**src/rtl/tis_tx_pkg.sv**
```systemverilog
package tis_tx_pkg;

  localparam int STAT_VALID_BIT  = 7;
  localparam int STAT_READY_BIT  = 6;
  localparam int STAT_GO_BIT     = 5;
  localparam int STAT_EXPECT_BIT = 3;
  localparam int BURST_LSB       = 8;
  localparam int BURST_W         = 16;
  localparam int WORD_W          = 32;

  localparam logic SEL_STATUS = 1'b0;
  localparam logic SEL_DATA   = 1'b1;

  typedef enum logic [1:0] {
    FC_NONE       = 2'd0,
    FC_TIMEOUT    = 2'd1,
    FC_OVERFLOW   = 2'd2,
    FC_UNEXPECTED = 2'd3
  } fail_code_e;

  typedef enum logic [3:0] {
    ST_IDLE,
    ST_RD_READY,
    ST_PLAN,
    ST_RD_BURST,
    ST_FETCH,
    ST_WR_DATA,
    ST_RD_VALID1,
    ST_FETCH_LAST,
    ST_WR_LAST,
    ST_RD_VALID2,
    ST_WR_GO
  } seq_state_e;

  typedef struct packed {
    logic              we;
    logic              sel;
    logic              wide;
    logic [WORD_W-1:0] wdata;
  } bus_cmd_t;

endpackage

```
**src/rtl/tx_poll_timer.sv**
```systemverilog
module tx_poll_timer #(
  parameter int BUDGET = 100_000_000
) (
  input  logic clk,
  input  logic rst,
  input  logic clr,
  output logic expired
);
  localparam int CW = $clog2(BUDGET + 1);

  logic [CW-1:0] cnt;

  always_ff @(posedge clk) begin
    if (rst || clr) begin
      cnt <= '0;
    end else if (cnt != CW'(BUDGET)) begin
      cnt <= cnt + 1'b1;
    end
  end

  assign expired = (cnt == CW'(BUDGET));

  // once the budget is spent it stays spent until the next wait begins
  a_r2_expire_holds: assert property (@(posedge clk) disable iff (rst)
    (expired && !clr) |=> expired);

endmodule

```
**src/rtl/tx_bus_master.sv**
```systemverilog
module tx_bus_master
  import tis_tx_pkg::*;
(
  input  logic              clk,
  input  logic              rst,
  input  logic              issue,
  input  bus_cmd_t          cmd,
  output logic              cmp,
  output logic [WORD_W-1:0] rd_q,
  output logic              reg_req,
  output logic              reg_we,
  output logic              reg_sel,
  output logic              reg_wide,
  output logic [WORD_W-1:0] reg_wdata,
  input  logic              reg_ack,
  input  logic [WORD_W-1:0] reg_rdata
);

  always_ff @(posedge clk) begin
    if (rst) begin
      reg_req   <= 1'b0;
      reg_we    <= 1'b0;
      reg_sel   <= SEL_STATUS;
      reg_wide  <= 1'b0;
      reg_wdata <= '0;
      cmp       <= 1'b0;
      rd_q      <= '0;
    end else begin
      cmp <= 1'b0;
      if (reg_req && reg_ack) begin
        reg_req <= 1'b0;
        cmp     <= 1'b1;
        rd_q    <= reg_rdata;
      end else if (issue && !reg_req) begin
        reg_req   <= 1'b1;
        reg_we    <= cmd.we;
        reg_sel   <= cmd.sel;
        reg_wide  <= cmd.wide;
        reg_wdata <= cmd.wdata;
      end
    end
  end

  // a pending access keeps its attributes until acknowledged
  a_r9_hold_until_ack: assert property (@(posedge clk) disable iff (rst)
    (reg_req && !reg_ack) |=> (reg_req && $stable(reg_we) && $stable(reg_sel)
                               && $stable(reg_wide) && $stable(reg_wdata)));

  // the sequencer never asks for a second access while one is open
  a_r9_single_outstanding: assert property (@(posedge clk) disable iff (rst)
    issue |-> !reg_req);

endmodule

```
**src/rtl/tx_seq_fsm.sv**
```systemverilog
module tx_seq_fsm
  import tis_tx_pkg::*;
#(
  parameter int LEN_W  = 13,
  parameter int ADDR_W = 12
) (
  input  logic              clk,
  input  logic              rst,
  input  logic              start,
  input  logic [LEN_W-1:0]  start_len,
  input  logic              cmp,
  input  logic [WORD_W-1:0] rd_q,
  input  logic              expired,
  input  logic [7:0]        buf_rdata,
  output logic              issue,
  output bus_cmd_t          cmd,
  output logic              tmr_clr,
  output logic              buf_rd_en,
  output logic [ADDR_W-1:0] buf_addr,
  output logic              busy,
  output logic              done,
  output logic              fail,
  output fail_code_e        fail_code
);

  seq_state_e          state;
  logic                pend;
  logic [ADDR_W-1:0]   offset;
  logic [LEN_W-1:0]    remaining;
  logic [LEN_W-1:0]    chunk;
  logic [BURST_W-1:0]  burst;

  // status fields of the last completed read
  logic                st_valid, st_ready, st_expect;
  logic [BURST_W-1:0]  st_burst;
  logic                unused_rd;

  assign st_valid  = rd_q[STAT_VALID_BIT];
  assign st_ready  = rd_q[STAT_READY_BIT];
  assign st_expect = rd_q[STAT_EXPECT_BIT];
  assign st_burst  = rd_q[BURST_LSB +: BURST_W];
  assign unused_rd = ^{rd_q[WORD_W-1:BURST_LSB+BURST_W], rd_q[5:4], rd_q[2:0]};

  // bytes allowed in this burst: never the final one
  logic [31:0] burst_w32, rem_m1_w32, chunk_w32;
  assign burst_w32  = 32'(burst);
  assign rem_m1_w32 = 32'(remaining) - 32'd1;
  assign chunk_w32  = (burst_w32 < rem_m1_w32) ? burst_w32 : rem_m1_w32;

  logic bus_state;
  always_comb begin
    unique case (state)
      ST_RD_READY, ST_RD_BURST, ST_RD_VALID1, ST_RD_VALID2,
      ST_WR_DATA, ST_WR_LAST, ST_WR_GO: bus_state = 1'b1;
      default:                          bus_state = 1'b0;
    endcase
  end

  assign issue     = bus_state && !pend;
  assign buf_rd_en = (state == ST_FETCH) || (state == ST_FETCH_LAST);
  assign buf_addr  = offset;

  always_comb begin
    cmd = '{we: 1'b0, sel: SEL_STATUS, wide: 1'b1, wdata: '0};
    unique case (state)
      ST_WR_DATA, ST_WR_LAST: begin
        cmd.we    = 1'b1;
        cmd.sel   = SEL_DATA;
        cmd.wide  = 1'b0;
        cmd.wdata = {{(WORD_W-8){1'b0}}, buf_rdata};
      end
      ST_WR_GO: begin
        cmd.we    = 1'b1;
        cmd.wdata = WORD_W'(1) << STAT_GO_BIT;
      end
      default: ;
    endcase
  end

  always_ff @(posedge clk) begin
    if (rst) begin
      state     <= ST_IDLE;
      pend      <= 1'b0;
      offset    <= '0;
      remaining <= '0;
      chunk     <= '0;
      burst     <= '0;
      busy      <= 1'b0;
      done      <= 1'b0;
      fail      <= 1'b0;
      fail_code <= FC_NONE;
      tmr_clr   <= 1'b0;
    end else begin
      done    <= 1'b0;
      fail    <= 1'b0;
      tmr_clr <= 1'b0;
      if (issue) pend <= 1'b1;
      else if (cmp) pend <= 1'b0;

      unique case (state)
        ST_IDLE: begin
          if (start && start_len != '0) begin
            offset    <= '0;
            remaining <= start_len;
            busy      <= 1'b1;
            fail_code <= FC_NONE;
            tmr_clr   <= 1'b1;
            state     <= ST_RD_READY;
          end
        end

        ST_RD_READY: if (cmp) begin
          if (st_ready) begin
            burst <= st_burst;
            state <= ST_PLAN;
          end else if (expired) begin
            fail <= 1'b1; fail_code <= FC_TIMEOUT; busy <= 1'b0; state <= ST_IDLE;
          end
        end

        ST_PLAN: begin
          if (burst == '0) begin
            tmr_clr <= 1'b1;
            state   <= ST_RD_BURST;
          end else begin
            chunk <= LEN_W'(chunk_w32);
            if (chunk_w32 == 32'd0) begin
              tmr_clr <= 1'b1;
              state   <= ST_RD_VALID1;
            end else begin
              state <= ST_FETCH;
            end
          end
        end

        ST_RD_BURST: if (cmp) begin
          if (st_burst != '0) begin
            burst <= st_burst;
            state <= ST_PLAN;
          end else if (expired) begin
            fail <= 1'b1; fail_code <= FC_TIMEOUT; busy <= 1'b0; state <= ST_IDLE;
          end
        end

        ST_FETCH: state <= ST_WR_DATA;

        ST_WR_DATA: if (cmp) begin
          offset    <= offset + 1'b1;
          remaining <= remaining - 1'b1;
          chunk     <= chunk - 1'b1;
          if (chunk == LEN_W'(1)) begin
            tmr_clr <= 1'b1;
            state   <= ST_RD_VALID1;
          end else begin
            state <= ST_FETCH;
          end
        end

        ST_RD_VALID1: if (cmp) begin
          if (st_valid) begin
            if (!st_expect) begin
              fail <= 1'b1; fail_code <= FC_OVERFLOW; busy <= 1'b0; state <= ST_IDLE;
            end else begin
              burst <= st_burst;
              if (remaining == LEN_W'(1) && st_burst != '0) state <= ST_FETCH_LAST;
              else                                          state <= ST_PLAN;
            end
          end else if (expired) begin
            fail <= 1'b1; fail_code <= FC_TIMEOUT; busy <= 1'b0; state <= ST_IDLE;
          end
        end

        ST_FETCH_LAST: state <= ST_WR_LAST;

        ST_WR_LAST: if (cmp) begin
          offset    <= offset + 1'b1;
          remaining <= remaining - 1'b1;
          tmr_clr   <= 1'b1;
          state     <= ST_RD_VALID2;
        end

        ST_RD_VALID2: if (cmp) begin
          if (st_valid) begin
            if (st_expect) begin
              fail <= 1'b1; fail_code <= FC_UNEXPECTED; busy <= 1'b0; state <= ST_IDLE;
            end else begin
              state <= ST_WR_GO;
            end
          end else if (expired) begin
            fail <= 1'b1; fail_code <= FC_TIMEOUT; busy <= 1'b0; state <= ST_IDLE;
          end
        end

        ST_WR_GO: if (cmp) begin
          done  <= 1'b1;
          busy  <= 1'b0;
          state <= ST_IDLE;
        end

        default: state <= ST_IDLE;
      endcase
    end
  end

  // a byte fetched inside the burst loop is never the final byte
  a_r3_hold_back_last: assert property (@(posedge clk) disable iff (rst)
    (state == ST_FETCH) |-> (chunk < remaining));

  // the lone final byte is fetched only when exactly one byte is left
  a_r6_last_alone: assert property (@(posedge clk) disable iff (rst)
    (state == ST_FETCH_LAST) |-> (remaining == LEN_W'(1)));

  // every abort carries a real error code
  a_r7_fail_has_code: assert property (@(posedge clk) disable iff (rst)
    fail |-> (fail_code != FC_NONE));

  // success and failure are exclusive
  a_r8_done_fail_excl: assert property (@(posedge clk) disable iff (rst)
    !(done && fail));

  // a zero-length start leaves the block idle
  a_r10_zero_len_ignored: assert property (@(posedge clk) disable iff (rst)
    (!busy && start && start_len == '0) |=> !busy);

endmodule

```
**src/rtl/tis_cmd_tx.sv**
```systemverilog
module tis_cmd_tx
  import tis_tx_pkg::*;
#(
  parameter int MAX_LEN     = 4096,
  parameter int POLL_BUDGET = 100_000_000,
  localparam int LEN_W      = $clog2(MAX_LEN + 1),
  localparam int ADDR_W     = $clog2(MAX_LEN)
) (
  input  logic              clk,
  input  logic              rst,
  input  logic              start,
  input  logic [LEN_W-1:0]  start_len,
  output logic              buf_rd_en,
  output logic [ADDR_W-1:0] buf_addr,
  input  logic [7:0]        buf_rdata,
  output logic              reg_req,
  output logic              reg_we,
  output logic              reg_sel,
  output logic              reg_wide,
  output logic [31:0]       reg_wdata,
  input  logic              reg_ack,
  input  logic [31:0]       reg_rdata,
  output logic              busy,
  output logic              done,
  output logic              fail,
  output logic [1:0]        fail_code
);

  logic              issue, cmp, tmr_clr, expired;
  bus_cmd_t          cmd;
  logic [WORD_W-1:0] rd_q;
  fail_code_e        fc;

  tx_seq_fsm #(.LEN_W(LEN_W), .ADDR_W(ADDR_W)) u_fsm (
    .clk       (clk),
    .rst       (rst),
    .start     (start),
    .start_len (start_len),
    .cmp       (cmp),
    .rd_q      (rd_q),
    .expired   (expired),
    .buf_rdata (buf_rdata),
    .issue     (issue),
    .cmd       (cmd),
    .tmr_clr   (tmr_clr),
    .buf_rd_en (buf_rd_en),
    .buf_addr  (buf_addr),
    .busy      (busy),
    .done      (done),
    .fail      (fail),
    .fail_code (fc)
  );

  tx_bus_master u_bus (
    .clk       (clk),
    .rst       (rst),
    .issue     (issue),
    .cmd       (cmd),
    .cmp       (cmp),
    .rd_q      (rd_q),
    .reg_req   (reg_req),
    .reg_we    (reg_we),
    .reg_sel   (reg_sel),
    .reg_wide  (reg_wide),
    .reg_wdata (reg_wdata),
    .reg_ack   (reg_ack),
    .reg_rdata (reg_rdata)
  );

  tx_poll_timer #(.BUDGET(POLL_BUDGET)) u_timer (
    .clk     (clk),
    .rst     (rst),
    .clr     (tmr_clr),
    .expired (expired)
  );

  assign fail_code = fc;

  // the only status write is the go word
  a_r8_go_word: assert property (@(posedge clk) disable iff (rst)
    (reg_req && reg_we && reg_sel == SEL_STATUS) |-> (reg_wide && reg_wdata == 32'h0000_0020));

  // data register traffic is byte-wide writes only
  a_r8_data_byte_write: assert property (@(posedge clk) disable iff (rst)
    (reg_req && reg_sel == SEL_DATA) |-> (reg_we && !reg_wide && reg_wdata[31:8] == 24'h0));

  // nothing is requested while idle
  a_r11_idle_quiet: assert property (@(posedge clk) disable iff (rst)
    (!busy && !$past(busy)) |-> !reg_req);

endmodule

```
**config.mk**
```make
export PLATFORM = sky130hd
export DESIGN_NAME = tis_cmd_tx
export DESIGN_NICKNAME = d
export VERILOG_FILES = /design/src/rtl/tis_tx_pkg.sv /design/src/rtl/tx_poll_timer.sv /design/src/rtl/tx_bus_master.sv /design/src/rtl/tx_seq_fsm.sv /design/src/rtl/tis_cmd_tx.sv
export SDC_FILE = /design/constraint.sdc
export NUM_CORES = 1
export LEC_CHECK = 0
export BUFFER_PORTS_ARGS = -buffer_cell sky130_fd_sc_hd__buf_2
export CORE_UTILIZATION = 30
export DETAILED_ROUTE_END_ITERATION = 6
export MAX_ROUTING_LAYER = met4
export SLEW_MARGIN = 20
export SYNTH_ARGS = -nofsm -noshare
export SYNTH_HDL_FRONTEND = slang
export SYNTH_SLANG_ARGS = --single-unit
```
**constraint.sdc**
```tcl
create_clock -name clk -period 4.8 [get_ports clk]
set_input_delay 0.48 -clock clk [delete_from_list [all_inputs] [get_ports clk]]
set_output_delay 0.48 -clock clk [all_outputs]
set_load 0.05 [all_outputs]
```
# Yosys cells after proc, flatten, opt, wreduce, memory -nomap -nowiden
# Index checks and enable logic that the tools add are counted.
totals:
  wordCells: 181
  register_bits: 153
  out_inout_bits: 54
op_classes:
  n_reduce_logical: 32
  order_cmp: 1
  bitwise_logic: 2
  eq_ne: 32
  muxes: 90
  addsub: 5
ops:
  columns: ["op", "n"]
  rows:
  - ["16-bit 2-to-1 mux", 7]
  - ["4-bit 2-to-1 mux", 15]
  - ["13-bit 2-to-1 mux", 4]
  - ["13-bit one-hot mux with 2 select lines", 2]
  - ["16-bit one-hot mux with 3 select lines", 1]
  - ["4-bit one-hot mux with 11 select lines", 1]
  - ["1-bit 2-to-1 mux", 34]
  - ["32-bit zero test", 1]
  - ["16-bit by 32-bit < comparator with 1-bit output", 1]
  - ["32-bit 2-to-1 mux", 1]
  - ["2-bit 2-to-1 mux", 15]
  - ["27-bit by 1-bit adder with 27-bit output, second input constant", 1]
  - ["27-bit equality test, second input constant", 1]
  - ["27-bit inequality test, second input constant", 1]
  - ["13-bit by 1-bit equality test with 1-bit output, second input constant", 2]
  - ["2-bit by 1-bit inequality test with 1-bit output, second input constant", 13]
  - ["13-bit by 1-bit subtractor with 13-bit output, second input constant", 2]
  - ["12-bit 2-to-1 mux", 2]
  - ["12-bit one-hot mux with 2 select lines", 1]
  - ["4-bit by 3-bit equality test with 1-bit output, second input constant", 4]
  - ["16-bit zero test", 1]
  - ["8-bit one-hot mux with 2 select lines", 1]
  - ["8-bit AND reduction", 2]
  - ["16-bit nonzero test", 1]
  - ["28 further kinds", 48]

# Logic depth before layout (Yosys ltp)
depth:
  word_depth: 7
  ltp_mapped: 13
  depth_no_buf: 12

# Modules after synthesis
# A second synthesis with hierarchy kept.
unflattened:
  cells_unflattened: 1081
  area_unflattened_um2: 9100.0
by_module_without_submodules:
  columns: ["mod", "cells_per_inst", "area_each_um2", "n_inst"]
  rows:
  - ["tx_seq_fsm", 620, 4546.9, 1]
  - ["tx_bus_master", 310, 3169.3, 1]
  - ["tx_poll_timer", 151, 1383.8, 1]

# Worst setup path before layout
# No wires, ideal clock.
synth_timing:
  path_kind: "register -> output"
  from: "reg u_fsm.state[2]"
  to: "out buf_rd_en"
  path_buffers: 2
  arrival_ns: 2.463
  stages_incl_launch_ff: 4
  t_required_ns: 4.320
  setup_slack_ns: 1.857
  path_cell_list: "dfxtp_1 buf_4 clkbuf_1 nor4b_1"
synth_between:
  elab_chain_cells: 2
  elab_cells_between_ends: 3
synth_rtl:
  columns: ["element", "line", "rtl"]
  rows:
  - ["from (decl)", "tx_seq_fsm.sv:26", "seq_state_e state;"]
  - ["from (signal assigned)", "tx_seq_fsm.sv:82", "state <= ST_IDLE;"]
  - ["from (signal assigned)", "tx_seq_fsm.sv:108", "state <= ST_RD_READY;"]
  - ["from (signal assigned)", "tx_seq_fsm.sv:115", "state <= ST_PLAN;"]
  - ["4-bit by 3-bit equality test with 1-bit output", "tx_seq_fsm.sv:60", "assign buf_rd_en = (state == ST_FETCH) || (state == ST_FETCH_LAST);"]
  - ["1-bit logical OR (*)", "tx_seq_fsm.sv:60", null]
  - ["to (decl)", "tis_cmd_tx.sv:13", "output logic buf_rd_en,"]
# Mark *: on every way between the ends. The rest lies on a longest branch, timed or not.

# Worst setup path in the final report
layout_timing:
  from: "reg u_fsm.remaining[0]"
  to: "reg u_fsm.chunk[12]"
layout_between:
  elab_chain_cells: 5
layout_rtl:
  columns: ["element", "line", "rtl"]
  rows:
  - ["from (decl)", "tx_seq_fsm.sv:29", "logic [LEN_W-1:0] remaining;"]
  - ["from (signal assigned)", "tx_seq_fsm.sv:104", "remaining <= start_len;"]
  - ["from (signal assigned)", "tx_seq_fsm.sv:149", "remaining <= remaining - 1'b1;"]
  - ["from (signal assigned)", "tx_seq_fsm.sv:177", "remaining <= remaining - 1'b1;"]
  - ["13-bit by 1-bit subtractor with 14-bit output (*)", "tx_seq_fsm.sv:47", "assign rem_m1_w32 = 32'(remaining) - 32'd1;"]
  - ["16-bit by 32-bit < comparator with 1-bit output", "tx_seq_fsm.sv:48", "assign chunk_w32 = (burst_w32 < rem_m1_w32) ? burst_w32 : rem_m1_w32;"]
  - ["32-bit 2-to-1 mux (*)", "tx_seq_fsm.sv:48", null]
  - ["13-bit 2-to-1 mux (*)", "tx_seq_fsm.sv:122", "if (burst == '0) begin"]
  - ["13-bit one-hot mux with 2 select lines (*)", "tx_seq_fsm.sv:100", "unique case (state)"]
  - ["to (signal assigned)", "tx_seq_fsm.sv:126", "chunk <= LEN_W'(chunk_w32);"]
  - ["to (signal assigned)", "tx_seq_fsm.sv:150", "chunk <= chunk - 1'b1;"]
  - ["to (decl)", "tx_seq_fsm.sv:30", "logic [LEN_W-1:0] chunk;"]
# Mark *: on every way between the ends. The rest lies on a longest branch, timed or not. The select of a mux whose other input is x is not followed.
# A chain may end at the register's enable or synchronous reset.

==> flow_summary_export.csv <==
group,metric,value,unit
timing,hold_vio_cnt_final,0,
timing,period_share,75.5,%
cts,clkSinkCount,124,
setup_path,critPathSlowestCell,"sky130_fd_sc_hd__a21boi_4",
synth,synthTopCellsByArea,"sky130_fd_sc_hd__dfxtp_1 35%, sky130_fd_sc_hd__nor2_1 5.9%, sky130_fd_sc_hd__ha_1 3.9%, sky130_fd_sc_hd__a21oi_1 3.8%, sky130_fd_sc_hd__mux2i_1 3.2%",
die,rows,55,
timing,fin_setup_tns,0,ns
pwr,vdd_drop_max,0.241,mV
grt,grt.total_usage,16.7,%
cts,postCtsResizedCells,0,
route,drt-met1-wl,9270,µm
cts,cts_max_level,4,
timing,hold_slack,0.258,ns
synth,netlist-cell-type-count,82,
cts,cts-root-to-sink-buffers,2,
timing,clock-skew-final,0.0132,ns
route,route.vias.total,6398,
setup_path,cp_num_cells,12,
place,post-place-ws,1.25,ns
setup_path,cp_max_fo,18,
synth,netlist.top_cell.by_area,"sky130_fd_sc_hd__dfxtp_1",
synth,synth-edff-count,0,
setup_path,setup.worst_path.start_class,"register",
route,detailroute.wirelength.met3,759,µm
route,finalWirelength,19200,µm
synth,synth_warnings,0,
min_path,min-delay-start,"reg_rdata[16]",
timing,fmax,0.276,GHz
die,initial_core_util,31.0,%
synth,async_flop_share,0,%
setup_path,critical_path.max_stage_delay,0.52,ns
setup_path,timing.critical_path.mode_cell,"sky130_fd_sc_hd__ha_1",
timing,max_slew.worst_pin.slew,0.837,ns
setup_path,cp.required,5.07,ns
finish,fin_nets,977,
job,drv.max_cap_violation_count,0,
min_path,worstHoldPathCells,2,
cts,worst_setup_hold_path_clk_slew,0.06,ns
finish,num_antenna_cells,0,
grt,grt_remaining_overflow,0,
grt,global_route_wire_length_before_repair,31100,µm
cts,tritoncts.num_buffers,17,
pwr,power.static_leakage,3.26,nW
synth,synth.ff_latch_count,124,
pwr,pwr_density_cell,373,nW/µm²
cts,root_buffer,"sky130_fd_sc_hd__clkbuf_16",
route,route.detailed.drc,0,
route,vias_per_cell,5.23,
grt,pin_count_of_the_biggest_net_entering_global_routing,64,
status,status,"finished clean",
die,floorplan.die_area,24300,µm²
setup_path,critical_path_arrival,3.89,ns
timing,final-max-slew-violation-count,0,
route,route.met2.wl,8610,µm
synth,synthDominantCellAreaShare,35.0,%
cts,cts_tree,"done",
timing,timing.final.setup_violations,0,
setup_path,critical_path.n_buffers_inverters,1,
cts,postCtsSetupBuffers,0,
place,placedInstanceArea,7560,µm²
grt,antenna_found_initial,0,
setup_path,r2r_cells,12,
cts,clk_latency,0.43,ns
synth,synth_seq_area_share,35.0,%
synth,syn-instance-count,848,
timing,setup_ws,1.17,ns
timing,finalWorstPathRequiredPeriod,3.63,ns
setup_path,worstSetupStartpoint,"u_fsm.remaining[0]",
timing,grt_setup_unrepaired,"no",
finish,final_area,8180,µm²
setup_path,worstReg2RegStart,"u_fsm.remaining[0]",
route,drtPass1Iterations,5,
setup_path,cp_cell_sequence,"inv_1 > ha_1 > nor3b_2 > nor3b_1 > xnor2_1 > ha_1 > nand4_1 > a221oi_2 > o2111ai_2 > a21boi_4 > mux2i_1 > o22ai_1",
finish,areaGrowthSynthToFinish,15.1,%
route,drt_first_iter_violations,445,
finish,layout-drive-gt1-share,15.6,%
die,chipWidth,156,µm
synth,synthesis.area_per_instance,8.37,µm²
die,die-height,156,µm
place,io_buffer_count,73,
route,post_drt_wl_per_cell,15.7,µm
min_path,min-delay-path-class,"in2reg",
cts,holdBufCountCts,0,
grt,first_global_vias,5832,
timing,slew-limit-headroom,44.2,%
die,floorplan.core_area,22900,µm²
place,detailedPlacementHpwl,13700,µm
synth,syn-cell-area,7100,µm²
route,drtAntennaViolNets,0,
place,gp_routability_congestion,0.893,
pwr,report.power.total,3.05,mW
setup_path,crit_path_end_kind,"register",
route,routed.top_layer,"met4",
synth,ys.flop_type,"sky130_fd_sc_hd__dfxtp_1",
die,ioPinCount,111,
setup_path,timing.critical_path.max_delay_family,"compound AO/OA/AOI/OAI gates",
setup_path,critical_path_class,"reg2reg",
-- registers in the layout, indices dropped and copies added, names as in the netlist, 2 cells and up --
name,count
u_bus.reg_wdata,8
u_fsm.buf_addr,12
u_fsm.burst,16
u_timer.cnt,27
u_fsm.remaining,13
u_fsm.chunk,13
u_fsm.state,4
u_bus.rd_q,19
u_fsm.fail_code,2
-- power by group --
group | total, mW | switching [mW] | internal (mW)
logic | 0.573 | 0.382 | 0.190
registers | 1.13 | 0.0629 | 1.07
clock network | 1.35 | 0.516 | 0.829
total | 3.05 | 0.962 | 2.09
-- per-layer routing --
metal  global-route usage, %  vias to the layer above
met2                    24.7                      184
li1                        -                     3162
met4                    7.56                        0
met1                    22.1                     3019
met3                    2.78                       33
met5                       -                        -
-- cells in the final DEF (no fill, tap or decap), types with 8 or more instances in the layout --
| cell type | instances |
|---|---|
| sky130_fd_sc_hd__nor3b_1 | 8 |
| sky130_fd_sc_hd__nor4_1 | 23 |
| sky130_fd_sc_hd__o32ai_1 | 8 |
| sky130_fd_sc_hd__and3_1 | 10 |
| sky130_fd_sc_hd__a21oi_1 | 53 |
| sky130_fd_sc_hd__conb_1 | 24 |
| sky130_fd_sc_hd__ha_1 | 22 |
| sky130_fd_sc_hd__xnor2_1 | 23 |
| sky130_fd_sc_hd__o21ai_0 | 31 |
| sky130_fd_sc_hd__clkbuf_16 | 17 |
| sky130_fd_sc_hd__nand2_1 | 52 |
| sky130_fd_sc_hd__xor2_1 | 15 |
| sky130_fd_sc_hd__or3_1 | 9 |
| sky130_fd_sc_hd__dfxtp_1 | 124 |
| sky130_fd_sc_hd__mux2i_1 | 23 |
| sky130_fd_sc_hd__nand4_1 | 17 |
| sky130_fd_sc_hd__nor3_1 | 30 |
| sky130_fd_sc_hd__a22o_1 | 19 |
| sky130_fd_sc_hd__buf_2 | 73 |
| sky130_fd_sc_hd__and2_1 | 9 |
| sky130_fd_sc_hd__nor2_1 | 111 |
| sky130_fd_sc_hd__a21o_1 | 8 |
| sky130_fd_sc_hd__nand3_1 | 34 |
| sky130_fd_sc_hd__inv_1 | 19 |
-- area by class of cell --
class / count / area, µm²
Fill cell: 2396 / 14700
Multi-Input combinational cell: 658 / 4220
Sequential cell: 124 / 2480
Clock buffer: 18 / 429
Timing Repair Buffer: 78 / 403
Tap cell: 313 / 392
Clock inverter: 14 / 183
Inverter: 19 / 71.3
-- metrics by stage --
stage          std cells  util, %
6_report            1224     35.7
5_1_grt             1224     35.7
3_3_place_gp        1192     33.0
3_5_place_dp        1192     33.0
4_1_cts             1224     35.7
2_1_floorplan        871        -
-- worst paths after layout --
check | end | slack [ns]
worst max-delay path | u_fsm.chunk[12] | 1.17
worst min-delay path | u_bus.rd_q[16] | 0.26
worst max register to register | u_fsm.chunk[12] | 1.17
worst min register to register | u_bus.reg_wdata[4] | 0.45
-- synthesized netlist by cell type, types with 10 or more instances --
master and number:
sky130_fd_sc_hd__nor3_1 30, sky130_fd_sc_hd__dfxtp_1 124, sky130_fd_sc_hd__mux2i_1 23, sky130_fd_sc_hd__nor2_1 111
sky130_fd_sc_hd__buf_2 10, sky130_fd_sc_hd__a22o_1 19, sky130_fd_sc_hd__nor4_1 23, sky130_fd_sc_hd__nand2_1 52
sky130_fd_sc_hd__inv_1 19, sky130_fd_sc_hd__nand4_1 17, sky130_fd_sc_hd__xor2_1 15, sky130_fd_sc_hd__a21oi_1 54
sky130_fd_sc_hd__buf_4 29, sky130_fd_sc_hd__and3_1 10, sky130_fd_sc_hd__clkbuf_1 22, sky130_fd_sc_hd__nand3_1 34
sky130_fd_sc_hd__ha_1 22, sky130_fd_sc_hd__xnor2_1 23, sky130_fd_sc_hd__o21ai_0 31
-- cell families after synthesis --
| logic type | after synthesis | share of synthesized area [%] |
|---|---|---|
| buffers and inverters | 89 | 6.96 |
| adders and majority gates | 22 | 3.88 |
| and+or+nand+nor | 357 | 26.7 |
| xor gates and xnor gates | 38 | 4.69 |
| AOI/OAI and AO/OA | 194 | 19.5 |
| DFF | 124 | 35.0 |
| other | 1 | 0.0528 |
| muxes | 23 | 3.24 |
No activity file was read; power rests on OpenSTA's default activity.
